## config.mk

```make
export PLATFORM = sky130hd
export DESIGN_NAME = dprs_reset_seq
export DESIGN_NICKNAME = d
export VERILOG_FILES = /design/src/rtl/dprs_pkg.sv /design/src/rtl/dprs_sync.sv /design/src/rtl/dprs_ack.sv /design/src/rtl/dprs_settle.sv /design/src/rtl/dprs_reset_seq.sv
export SDC_FILE = /design/constraint.sdc
export NUM_CORES = 1
export LEC_CHECK = 0
export ABC_CLOCK_PERIOD_IN_PS = 800
export BUFFER_PORTS_ARGS = -buffer_cell sky130_fd_sc_hd__buf_4
export CAP_MARGIN = 15
export CELL_PAD_IN_SITES_DETAIL_PLACEMENT = 1
export CELL_PAD_IN_SITES_GLOBAL_PLACEMENT = 2
export CORE_MARGIN = 2
export CORE_UTILIZATION = 35
export DETAILED_ROUTE_END_ITERATION = 8
export MAX_ROUTING_LAYER = met4
export PLACE_DENSITY_LB_ADDON = 0.2
export SLEW_MARGIN = 20
export SYNTH_ARGS = -nofsm -noshare
export SYNTH_HDL_FRONTEND = slang
export SYNTH_HIERARCHICAL = 1
export SYNTH_SLANG_ARGS = --single-unit
```

## constraint.sdc

```tcl
create_clock -name clk -period 0.8 [get_ports clk]
set_clock_uncertainty 0.05 [all_clocks]
set_input_delay 0 -clock clk [delete_from_list [all_inputs] [get_ports clk]]
set_output_delay 0 -clock clk [all_outputs]
set_load 0.01 [all_outputs]
```

## src/rtl/dprs_pkg.sv

```systemverilog
package dprs_pkg;

  // Number of bits that hold a count from 0 up to n.
  function automatic int unsigned cnt_width(input int unsigned n);
    return (n < 2) ? 1 : $clog2(n + 1);
  endfunction

  // True when the count in hand is the last one of a window of 'limit' edges.
  function automatic logic at_limit(input int unsigned value, input int unsigned limit);
    return (value + 1) >= limit;
  endfunction

  // Length of the hold history: the acknowledge window plus the edges spent in the synchroniser.
  function automatic int unsigned hold_depth(input int unsigned ack_cyc, input int unsigned stages);
    return ack_cyc + stages - 1;
  endfunction

endpackage

```

## src/rtl/dprs_sync.sv

```systemverilog
module dprs_sync #(
  parameter int unsigned STAGES = 2
) (
  input  logic clk,
  input  logic arst_n,
  output logic rst_n_o,
  output logic pend_o
);
  logic [STAGES-1:0] stg;

  always_ff @(posedge clk or negedge arst_n) begin
    if (!arst_n) stg <= '0;
    else         stg <= {stg[STAGES-2:0], 1'b1};
  end

  assign rst_n_o = stg[STAGES-1];
  assign pend_o  = stg[STAGES-2];


  release_two_step_chk: assert property (@(posedge clk) disable iff (!arst_n)
    $rose(rst_n_o) |-> $past(pend_o));
endmodule

```

## src/rtl/dprs_ack.sv

```systemverilog
module dprs_ack
  import dprs_pkg::*;
#(
  parameter int unsigned ACK_CYC = 8,
  parameter int unsigned STAGES  = 2
) (
  input  logic clk,
  input  logic req_n,
  input  logic core_rst_n,
  input  logic pend,
  output logic ack_n,
  output logic early_o
);
  localparam int unsigned SH_W = hold_depth(ACK_CYC, STAGES);

  logic [SH_W-1:0] held;
  logic            early_q;
  logic            acked;
  logic            lift_now;
  logic            short_hold;

  // Thermometer of edges spent in reset: fills with ones and needs no initial value.
  always_ff @(posedge clk) begin
    if (core_rst_n) held <= '0;
    else            held <= {held[SH_W-2:0], 1'b1};
  end

  assign acked      = held[ACK_CYC-1];
  assign ack_n      = req_n | ~acked;
  assign lift_now   = pend & ~core_rst_n;
  assign short_hold = ~held[SH_W-1];

  always_ff @(posedge clk) early_q <= lift_now & short_hold;
  assign early_o = early_q;


  ack_needs_reset_chk: assert property (@(posedge clk) disable iff (req_n)
    !ack_n |-> !core_rst_n);


  early_after_lift_chk: assert property (@(posedge clk) disable iff (!core_rst_n)
    early_q |-> $past(!core_rst_n));
endmodule

```

## src/rtl/dprs_settle.sv

```systemverilog
module dprs_settle
  import dprs_pkg::*;
#(
  parameter int unsigned SETTLE_CYC = 16
) (
  input  logic clk,
  input  logic core_rst_n,
  output logic ready_o
);
  localparam int unsigned CW = cnt_width(SETTLE_CYC);

  logic [CW-1:0] cnt;
  logic          ready_q;

  always_ff @(posedge clk or negedge core_rst_n) begin
    if (!core_rst_n) begin
      cnt     <= '0;
      ready_q <= 1'b0;
    end else if (!ready_q) begin
      if (at_limit(int'(cnt), SETTLE_CYC)) ready_q <= 1'b1;
      else                                 cnt     <= cnt + 1'b1;
    end
  end

  assign ready_o = ready_q;


  ready_rise_chk: assert property (@(posedge clk) disable iff (!core_rst_n)
    $rose(ready_o) |-> $past(core_rst_n));
endmodule

```

## src/rtl/dprs_reset_seq.sv

```systemverilog
module dprs_reset_seq #(
  parameter int unsigned ACK_CYC     = 8,
  parameter int unsigned SETTLE_CYC  = 16,
  parameter int unsigned SYNC_STAGES = 2
) (
  input  logic clk,
  input  logic cold_req_n,
  input  logic tx_req_n,
  input  logic rx_req_n,
  output logic cfg_rst_n,
  output logic tx_rst_n,
  output logic rx_rst_n,
  output logic cold_ack_n,
  output logic tx_ack_n,
  output logic rx_ack_n,
  output logic tx_stable,
  output logic rx_ready,
  output logic cold_err,
  output logic tx_err,
  output logic rx_err
);
  localparam int unsigned NPATH = 2;

  logic             cold_pend;
  logic             cold_early;
  logic [NPATH-1:0] eff_n;
  logic [NPATH-1:0] path_rst_n;
  logic [NPATH-1:0] path_pend;
  logic [NPATH-1:0] path_ack_n;
  logic [NPATH-1:0] path_early;
  logic [NPATH-1:0] path_rdy;

  // Cold domain: configuration reset
  dprs_sync #(.STAGES(SYNC_STAGES)) u_cold_sync (
    .clk(clk), .arst_n(cold_req_n), .rst_n_o(cfg_rst_n), .pend_o(cold_pend)
  );

  dprs_ack #(.ACK_CYC(ACK_CYC), .STAGES(SYNC_STAGES)) u_cold_ack (
    .clk(clk), .req_n(cold_req_n), .core_rst_n(cfg_rst_n), .pend(cold_pend),
    .ack_n(cold_ack_n), .early_o(cold_early)
  );

  // Index 0 is transmit, index 1 is receive; the cold request folds into both
  assign eff_n[0] = tx_req_n & cold_req_n;
  assign eff_n[1] = rx_req_n & cold_req_n;

  for (genvar g = 0; g < NPATH; g++) begin : g_path
    dprs_sync #(.STAGES(SYNC_STAGES)) u_sync (
      .clk(clk), .arst_n(eff_n[g]), .rst_n_o(path_rst_n[g]), .pend_o(path_pend[g])
    );
    dprs_ack #(.ACK_CYC(ACK_CYC), .STAGES(SYNC_STAGES)) u_ack (
      .clk(clk), .req_n(eff_n[g]), .core_rst_n(path_rst_n[g]), .pend(path_pend[g]),
      .ack_n(path_ack_n[g]), .early_o(path_early[g])
    );
    dprs_settle #(.SETTLE_CYC(SETTLE_CYC)) u_settle (
      .clk(clk), .core_rst_n(path_rst_n[g]), .ready_o(path_rdy[g])
    );
  end

  assign tx_rst_n  = path_rst_n[0];
  assign rx_rst_n  = path_rst_n[1];
  assign tx_stable = path_rdy[0];
  assign rx_ready  = path_rdy[1];

  // While the cold request is held, the direction acknowledges track the cold one
  assign tx_ack_n = cold_req_n ? path_ack_n[0] : cold_ack_n;
  assign rx_ack_n = cold_req_n ? path_ack_n[1] : cold_ack_n;

  assign cold_err = cold_early;
  assign tx_err   = path_early[0] & ~cold_early;
  assign rx_err   = path_early[1] & ~cold_early;


  cold_forces_all_chk: assert property (@(posedge clk) disable iff (cold_req_n)
    !cold_req_n |-> (!cfg_rst_n && !tx_rst_n && !rx_rst_n));


  cold_drops_status_chk: assert property (@(posedge clk) disable iff (cold_req_n)
    !cold_req_n |-> (!tx_stable && !rx_ready));
endmodule

```

==> flow_metrics.tcl, run 1 <==
set metrics [dict create \
    h-tree-depth 2 \
    cts_max_path_buffers 2 \
    stdcell_area_um2 2720 \
    status "finished, violations left" \
    clkLatencyLatePin_ps 300 \
    die_h_um 75.8 \
    ys.warnings.count 6 \
    post_drt_via_cell_ratio 4.59 \
    overflow 0 \
    ios 15 \
    r2r_start "g_path[1].u_settle/cnt[0]" \
    finalCritPeriodShare_pct 183 \
    drtIter0Drc 43 \
    cap_violations 0 \
    rr_worst_depth 4 \
    period_needed_ps 1460 \
    cts_tree "done" \
    synth_cells 156 \
    rsz0062_at_grt "yes" \
    wirelength_um 4170 \
    place_hpwl_um 2490 \
    antennaDiodeCount 0 \
    drv_slew 0 \
    netlist_area_um2 1810 \
    cts_inserted_buffers 5 \
    arrival_ps 1600 \
    clkTransAtPathRegs_ps 90 \
    cts_sinks 48 \
    power.density_nw_per_um2 1500 \
    yosysMostFrequentCell "dfxtp_1" \
    vias 1345 \
    multi_input_area_um2 855 \
    violations "negative setup slack" \
    max_stage_delay_ps 450 \
    io_buffers 14 \
    routedWlPerCell_um 14.2 \
    drive_gt1_share_pct 51.1 \
    synthFlopType "dfxtp_1" \
    crit_chain "ha_4 -> or3_4 -> mux2i_2 -> a211oi_2" \
    num_rows 26 \
    setup_viol 46 \
    firstDrtPassIters 4 \
    worstSetupPathType "flip-flop to flip-flop" \
    synth_top_area_cell "dfxtp_1" \
    post-place-ws_ps -621 \
    cp_slowest_cell "dfrtp_2" \
    syn_nets 162 \
    utilization_pct 54.0 \
    ys_seq_area_share_pct 58.2 \
    synth_commonest_cells "dfxtp_1 (30), nor2b_1 (28), dfrtp_1 (18)" \
    grt_use_total_pct 15.1 \
    worst-path-buf-inv 0 \
    ys_top_cells_by_area "dfxtp_1 (33%), dfrtp_1 (25%), nor2b_1 (9.7%)" \
    grt_pass1_vias 1368 \
    p_leak_uw 0.00116 \
    ys_seq_elements 48 \
    area_growth_syn_to_layout_pct 50.9 \
    core_area_um2 5040 \
    critPathCaptureType "flip-flop" \
    setup_slack_ps -664 \
    hold_class "input pin to async pin" \
    final_nets 228 \
    dieWidth_um 75.8 \
    path_max_fanout 3 \
    grt_pass1_wl_um 6230 \
    ant_nets 0 \
    syn_area_per_cell_um2 11.6 \
    start_util_pct 35.8 \
    final_hold_viol_count 0 \
    cp-start-kind "flip-flop" \
    reg2reg_slack_ps -660 \
    antenna_found_initial 0 \
    r2r_end "g_path[1].u_settle/cnt[1]" \
    root_buffer "clkbuf_8" \
    placedCellCount 262 \
    clock.fmax_mhz 683 \
    grt_max_degree 15 \
    vdd_drop_max_mv 0.763 \
    die_area_um2 5750 \
    yosys.area.top_type_share_pct 33.3 \
    synth_edf_count 0 \
    synthArstFlopShare_pct 37.5 \
    regArea_um2 1070 \
    drc_errors 0 \
    place_congestion 0.816 \
    crit_family "flip-flops" \
    placed_area_um2 2220 \
    yosys.cell_types.count 29 \
    fillers 548 \
    stdcell_count 293 \
    cp.required_ps 940 \
]
tightest hold or removal path, delay by kind of cell:
| kind | cells | cell delay (ps) |
|---|---|---|
| buffers and inverters | 3 | 800 |
cell type report:
type | count | area share [%]
Clock buffer | 7 | 2.80
Clock inverter | 1 | 0.184
Inverter | 9 | 1.24
Multi-Input combinational cell | 95 | 31.4
Sequential cell | 48 | 39.2
Tap cell | 70 | 3.22
Timing Repair Buffer | 63 | 22.0
power breakdown:
group	switching (µW)	total, µW	internal, µW
Sequential	30.3	2490	2460
Combinational	96.1	258	162
Clock	740	1350	614
Total	866	4100	3230
metrics by stage:
step,setup TNS [ps],total power (µW),hold slack (ps)
after floorplan,-4600,2600,-346
after global placement,-5110,2680,-130
after detailed placement,-5620,2690,-123
after CTS,-8250,4120,106
after global routing,-11010,4310,116
final,-9060,4100,115
worst max-delay path by stage:
stage                                    startpoint                        end  slack, ps  depth (start not counted)
after detailed placement  g_path[0].u_settle/cnt[1]  g_path[0].u_settle/cnt[1]       -620                          4
final                     g_path[1].u_settle/cnt[0]  g_path[1].u_settle/cnt[1]       -660                          4
after floorplan           g_path[0].u_settle/cnt[1]  g_path[0].u_settle/cnt[1]       -580                          4
after CTS                 g_path[0].u_settle/cnt[1]  g_path[0].u_settle/cnt[1]       -630                          4
after global routing      g_path[1].u_settle/cnt[0]  g_path[1].u_settle/cnt[1]       -690                          4
after global placement    g_path[0].u_settle/cnt[1]  g_path[0].u_settle/cnt[1]       -550                          4
kinds of logic after synthesis:
family,count (synthesis),synth area share (%)
other,3,0.624
flip-flops,48,58.2
AO/OA/AOI/OAI,24,9.84
adder cells (fa/ha/maj),2,1.39
multiplexers,6,4.44
AND/OR/NAND/NOR,60,22.2
buffers and inverters,13,3.26
per-layer routing:
layer	up-vias	GRT usage (%)	wire (µm)
met2	16	24.7	2240
met4	0	5.85	55
met5	-	-	0
met1	670	17.8	1770
met3	5	3.97	104
li1	654	-	-
layout by cell type, fill, tap and decap left out, types with 3 or more instances in the layout:
cell	Yosys	layout
dfrtp_1	18	9
clkbuf_8	0	5
nand2b_1	7	5
mux2_4	4	4
nor2b_4	0	5
buf_4	2	32
dfrtp_2	0	9
nor3b_2	3	4
dfxtp_1	30	27
a31oi_1	6	5
buf_6	0	26
dlygate4sd3_1	0	3
inv_1	9	7
nor2b_1	28	23
a21oi_1	4	4
conb_1	3	3
timing repair:
item                       in CTS  in global routing
buffers inserted               11                 10
setup endpoints to repair      33                 51
pin swaps                       8                 10
hold buffers                    3                  0
gates resized for setup        33                 35
gates cloned                    0                  1
hold endpoints to repair        6                  0
sequential cells by signal (all words and copies together), names as in the netlist:
name	cells
u_cold_sync/stg	2
g_path.u_ack/early_o	2
g_path.u_ack/held	18
g_path.u_sync/stg	4
u_cold_ack/held	9
g_path.u_settle/ready_o	2
g_path.u_settle/cnt	10
u_cold_ack/early_o	1
(Power assumes the default switching activity.)
==> run 2, diff against run 1 <==
--- a/config.mk
+++ b/config.mk
@@ -15,6 +15,7 @@
 export DETAILED_ROUTE_END_ITERATION = 8
 export MAX_ROUTING_LAYER = met4
 export PLACE_DENSITY_LB_ADDON = 0.2
+export SKIP_LAST_GASP = 1
 export SLEW_MARGIN = 20
 export SYNTH_ARGS = -nofsm -noshare
 export SYNTH_HDL_FRONTEND = slang
==> run 2 against run 1 <==
Compared with the run above:
- the flow still finishes with violations (negative setup slack)
- utilization fell by 0.47 points
- die area did not move
- critical path depth did not move
- critical endpoint unchanged
- largest cell class unchanged
- highest routed layer unchanged
==> flow_metrics.tcl, run 2 (synthesis gave the netlist of run 1 again) <==
set metrics [dict create \
    status "finished, violations left" \
    violations "negative setup slack" \
    routedWlPerCell_um 14.0 \
    fillers 546 \
    clkTransAtPathRegs_ps 90 \
    core_area_um2 5040 \
    switching_share_pct 21.2 \
    final_cell_mix "buf_4 (32), buf_6 (27), dfxtp_1 (27)" \
    final_hold_viol_count 0 \
    cts_sinks 48 \
    vdd_drop_max_mv 0.762 \
    cap_violations 0 \
    stdcell_area_um2 2700 \
    cts_inserted_buffers 5 \
    clkLatencyLatePin_ps 290 \
    power.switching_uw 866 \
    place_congestion 0.816 \
    start_util_pct 35.8 \
    hold_class "input pin to async pin" \
    grt_use_total_pct 15.1 \
    placed_area_um2 2220 \
    holdWs_ps 113 \
    placedCellCount 262 \
    drive_gt1_share_pct 49.8 \
    rsz0062_at_grt "yes" \
    clock.fmax_mhz 684 \
    grt_pass1_vias 1369 \
    power.density_nw_per_um2 1510 \
    grt_max_degree 15 \
    clkPwrFrac_pct 33.3 \
    finalPower_uw 4090 \
    cp-start-kind "flip-flop" \
    worstSetupPathType "flip-flop to flip-flop" \
    drv_slew 0 \
    top_register "g_path.u_ack/held" \
    critPathCaptureType "flip-flop" \
    seq_power_share_pct 60.7 \
    die_h_um 75.8 \
    io_buffers 14 \
    root_buffer "clkbuf_8" \
    ant_nets 0 \
    ios 15 \
    cts_max_path_buffers 2 \
    antenna_found_initial 0 \
    die_area_um2 5750 \
    comb_power_share_pct 6.0 \
    period_needed_ps 1460 \
    cts_tree "done" \
    setup_viol 45 \
    largest_register_ffs 18 \
    path_max_fanout 3 \
    place_hpwl_um 2490 \
    grt_pass1_wl_um 6240 \
    post_drt_via_cell_ratio 4.58 \
    wirelength_um 4090 \
    vias 1342 \
    num_rows 26 \
    finalCritPeriodShare_pct 183 \
    drc_errors 0 \
    final_nets 228 \
    final_common_cell "buf_4" \
    p_leak_uw 0.00116 \
    h-tree-depth 2 \
    arrival_ps 1600 \
    area_growth_syn_to_layout_pct 49.5 \
    firstDrtPassIters 4 \
    dieWidth_um 75.8 \
    antennaDiodeCount 0 \
    cp.required_ps 930 \
    setup_slack_ps -662 \
    drtIter0Drc 47 \
    stdcell_count 293 \
    reg.largest.list "g_path.u_ack/held (18), g_path.u_settle/cnt (10), u_cold_ack/held (9)" \
    overflow 0 \
    internal_power_uw 3220 \
]
run 2: changes by cell type in the layout (fill, tap and decap cells not counted):
cell,previous run,this run
nor2b_4,5,3
nor2b_1,23,25
buf_12,1,0
inv_2,2,1
buf_6,26,27
inv_1,7,8
run 2: power by group through the flow:
stage	registers, µW	logic (µW)	clock network [µW]
global placement	2550	131	0
finish	2480	246	1360
floorplan	2550	44.5	0
CTS	2480	205	1430
global route	2500	267	1530
detailed placement	2550	136	0
run 2: final cells by class:
cell class / count / area [µm²] / area share [%]
clock buffer: 7 / 76.3 / 2.83
clock inverter: 1 / 5.00 / 0.185
inverter: 9 / 33.8 / 1.25
multi-input combinational: 95 / 840 / 31.1
sequential: 48 / 1070 / 39.6
tap: 70 / 87.6 / 3.24
timing repair buffer: 63 / 589 / 21.8
run 2: metrics by stage:
stage | setup TNS [ps] | worst slack (ps) | util [%]
global placement | -5110 | -551 | 44.1
global route | -10900 | -701 | 53.5
detailed placement | -5620 | -621 | 44.1
CTS | -8770 | -629 | 50.2
finish | -8890 | -662 | 53.5
floorplan | -4600 | -582 | -
run 2: repair_timing:
item	CTS	global route
endpoints found under the hold margin	6	0
pin swaps	8	10
hold buffers	3	0
cloned	0	1
gates resized for setup	30	34
setup buffers	11	9
setup endpoints to repair	33	52
run 2: worst max-delay path, cell delays in order, from the launching register on:
cell      delay, ps
dfrtp_2         450
ha_4            260
or3_4           330
mux2i_2         160
a211oi_2         90
run 2: final timing paths:
kind / depth (start not counted) / slack, ps / endpoint / start
hold / removal: 3 / 110 / u_cold_sync/stg[1] / cold_req_n
hold reg to reg: 0 / 330 / u_cold_sync/stg[1] / u_cold_sync/stg[0]
setup reg to reg: 4 / -660 / g_path[1].u_settle/cnt[1] / g_path[1].u_settle/cnt[0]
min in group clk: 3 / 320 / tx_ack_n / cold_req_n
setup / recovery: 4 / -660 / g_path[1].u_settle/cnt[1] / g_path[1].u_settle/cnt[0]
max in group asynchronous: 4 / 130 / g_path[1].u_settle/ready_o / g_path[1].u_sync/stg[1]
run 2: per-layer routing:
| layer | up-vias | GRT usage, % | share of wire (%) |
|---|---|---|---|
| met2 | 16 | 24.6 | 53 |
| met3 | 5 | 3.97 | 2.6 |
| met1 | 666 | 17.9 | 43 |
| met4 | 0 | 5.85 | 1.3 |
| li1 | 655 | - | - |
| met5 | - | - | 0 |
==> run 3, diff against run 2 <==
--- a/config.mk
+++ b/config.mk
@@ -15,6 +15,7 @@
 export DETAILED_ROUTE_END_ITERATION = 8
 export MAX_ROUTING_LAYER = met4
 export PLACE_DENSITY_LB_ADDON = 0.2
+export REMOVE_ABC_BUFFERS = 1
 export SKIP_LAST_GASP = 1
 export SLEW_MARGIN = 20
 export SYNTH_ARGS = -nofsm -noshare
==> run 3 against run 2 <==
Compared with the run above:
- cell count down 2.4%
- critical path type unchanged
- maximum frequency up 2.4%
- sequential share of layout area down 0.076 points
- via count down 1.0%
- clock-buffer cell count down 2
- largest power group unchanged
- flip-flop and latch count unchanged
- highest routed layer unchanged
- combinational power up 5%
- power up 11%
- the run still ends with negative setup slack left
==> flow_metrics.tcl, run 3 (synthesis gave the netlist of run 1 again) <==
set metrics [dict create \
    status "finished, violations left" \
    violations "negative setup slack" \
    setup_slack_ps -628 \
    die_area_um2 5750 \
    reg.largest.list "g_path.u_ack/held (18), g_path.u_settle/cnt (10), u_cold_ack/held (9)" \
    placedCellCount 264 \
    final_nets 221 \
    hold_class "input pin to async pin" \
    grt_pass1_vias 1375 \
    root_buffer "clkbuf_8" \
    core_area_um2 5040 \
    met1_length_um 1790 \
    cts_sinks 48 \
    grt_use_total_pct 15.9 \
    highest_layer "met4" \
    period_needed_ps 1430 \
    largest_register_ffs 18 \
    post-place-ws_ps -665 \
    power.switching_uw 966 \
    finalPower_uw 4520 \
    grt_max_degree 17 \
    power.density_nw_per_um2 1680 \
    wirelength_um 4170 \
    final_hold_viol_count 0 \
    top_register "g_path.u_ack/held" \
    worstSetupPathType "flip-flop to flip-flop" \
    setup_viol 43 \
    clock.fmax_mhz 700 \
    wl_met2_um 2170 \
    post_drt_via_cell_ratio 4.64 \
    area_growth_syn_to_layout_pct 48.8 \
    io_buffers 14 \
    stdcell_count 286 \
    num_rows 26 \
    vdd_drop_max_mv 0.603 \
    utilization_pct 53.3 \
    ant_nets 0 \
    cts_max_path_buffers 2 \
    clkTransAtPathRegs_ps 90 \
    finalCritPeriodShare_pct 179 \
    place_hpwl_um 2540 \
    antennaDiodeCount 0 \
    cp-start-kind "flip-flop" \
    final_cell_mix "buf_6 (28), dfxtp_1 (28), buf_4 (23)" \
    place_congestion 0.819 \
    seq_power_share_pct 54.9 \
    cts_inserted_buffers 5 \
    vias 1328 \
    p_leak_uw 0.00116 \
    drive_gt1_share_pct 47.2 \
    internal_power_uw 3550 \
    fillers 535 \
    cts_tree "done" \
    cap_violations 0 \
    antenna_found_initial 0 \
    rsz0062_at_grt "yes" \
    clkPwrFrac_pct 39.4 \
    overflow 0 \
    placed_area_um2 2180 \
    drc_errors 0 \
    cp.required_ps 940 \
    clkLatencyLatePin_ps 290 \
    drv_slew 0 \
    routedWlPerCell_um 14.6 \
    dieWidth_um 75.8 \
    firstDrtPassIters 4 \
    switching_share_pct 21.4 \
    met3_length_um 117 \
    die_h_um 75.8 \
    ios 15 \
    h-tree-depth 2 \
    critPathCaptureType "flip-flop" \
    comb_power_share_pct 5.7 \
    grt_pass1_wl_um 6580 \
    stdcell_area_um2 2690 \
    drtIter0Drc 55 \
    path_max_fanout 3 \
    arrival_ps 1560 \
    start_util_pct 35.8 \
]
-- run 3: what timing repair did --
action | CTS | global route
setup buffers | 8 | 4
endpoints found under the hold margin | 6 | 0
endpoints found under the setup margin | 38 | 49
pin swaps | 14 | 9
gates cloned | 1 | 1
hold buffers | 3 | 0
resized for setup | 46 | 28
-- run 3: through the flow --
stage	hold WS (ps)	TNS (ps)
floorplan	-346	-7670
global placement	-131	-6150
detailed placement	-123	-6740
CTS	99.5	-9510
global route	114	-11510
finish	107	-9270
-- run 3: layout make-up --
type                       instances  area, µm²  share of cell area [%]
multi-input combinational         95        851                    31.7
tap                               70       87.6                    3.26
clock buffer                       5       68.8                    2.56
inverter                           9       33.8                    1.26
timing repair buffer              56        538                    20.0
sequential                        48       1060                    39.5
clock inverter                     3       46.3                    1.72
-- run 3: power groups by stage --
stage | Combinational (µW) | Sequential [µW] | Clock (µW)
after global placement | 156 | 2530 | 0
after detailed placement | 161 | 2540 | 0
after CTS | 223 | 2480 | 1820
final | 259 | 2480 | 1780
after floorplan | 45.2 | 2550 | 0
after global routing | 285 | 2490 | 1930
-- run 3: metal layers --
metal	vias to the layer above	track usage [%]
li1	644	-
met1	656	18.9
met2	20	26.0
met3	8	3.97
met4	0	6.24
met5	-	-
-- run 3: critical path, stage by stage (launching register included) --
cell,delay (ps)
dfrtp_1,420
ha_4,250
or3_1,310
mux2i_1,190
a211oi_2,90
-- run 3: final timing paths --
kind	startpoint	endpoint	slack, ps	depth (start not counted)
setup / recovery	g_path[0].u_settle/cnt[1]	g_path[0].u_settle/cnt[1]	-630	4
max in group asynchronous	g_path[0].u_sync/stg[1]	g_path[0].u_settle/cnt[2]	210	3
hold / removal	cold_req_n	u_cold_sync/stg[1]	110	3
hold reg to reg	g_path[1].u_sync/stg[1]	g_path[1].u_settle/cnt[4]	250	2
setup reg to reg	g_path[0].u_settle/cnt[1]	g_path[0].u_settle/cnt[1]	-630	4
min in group clk	cold_req_n	tx_ack_n	310	3
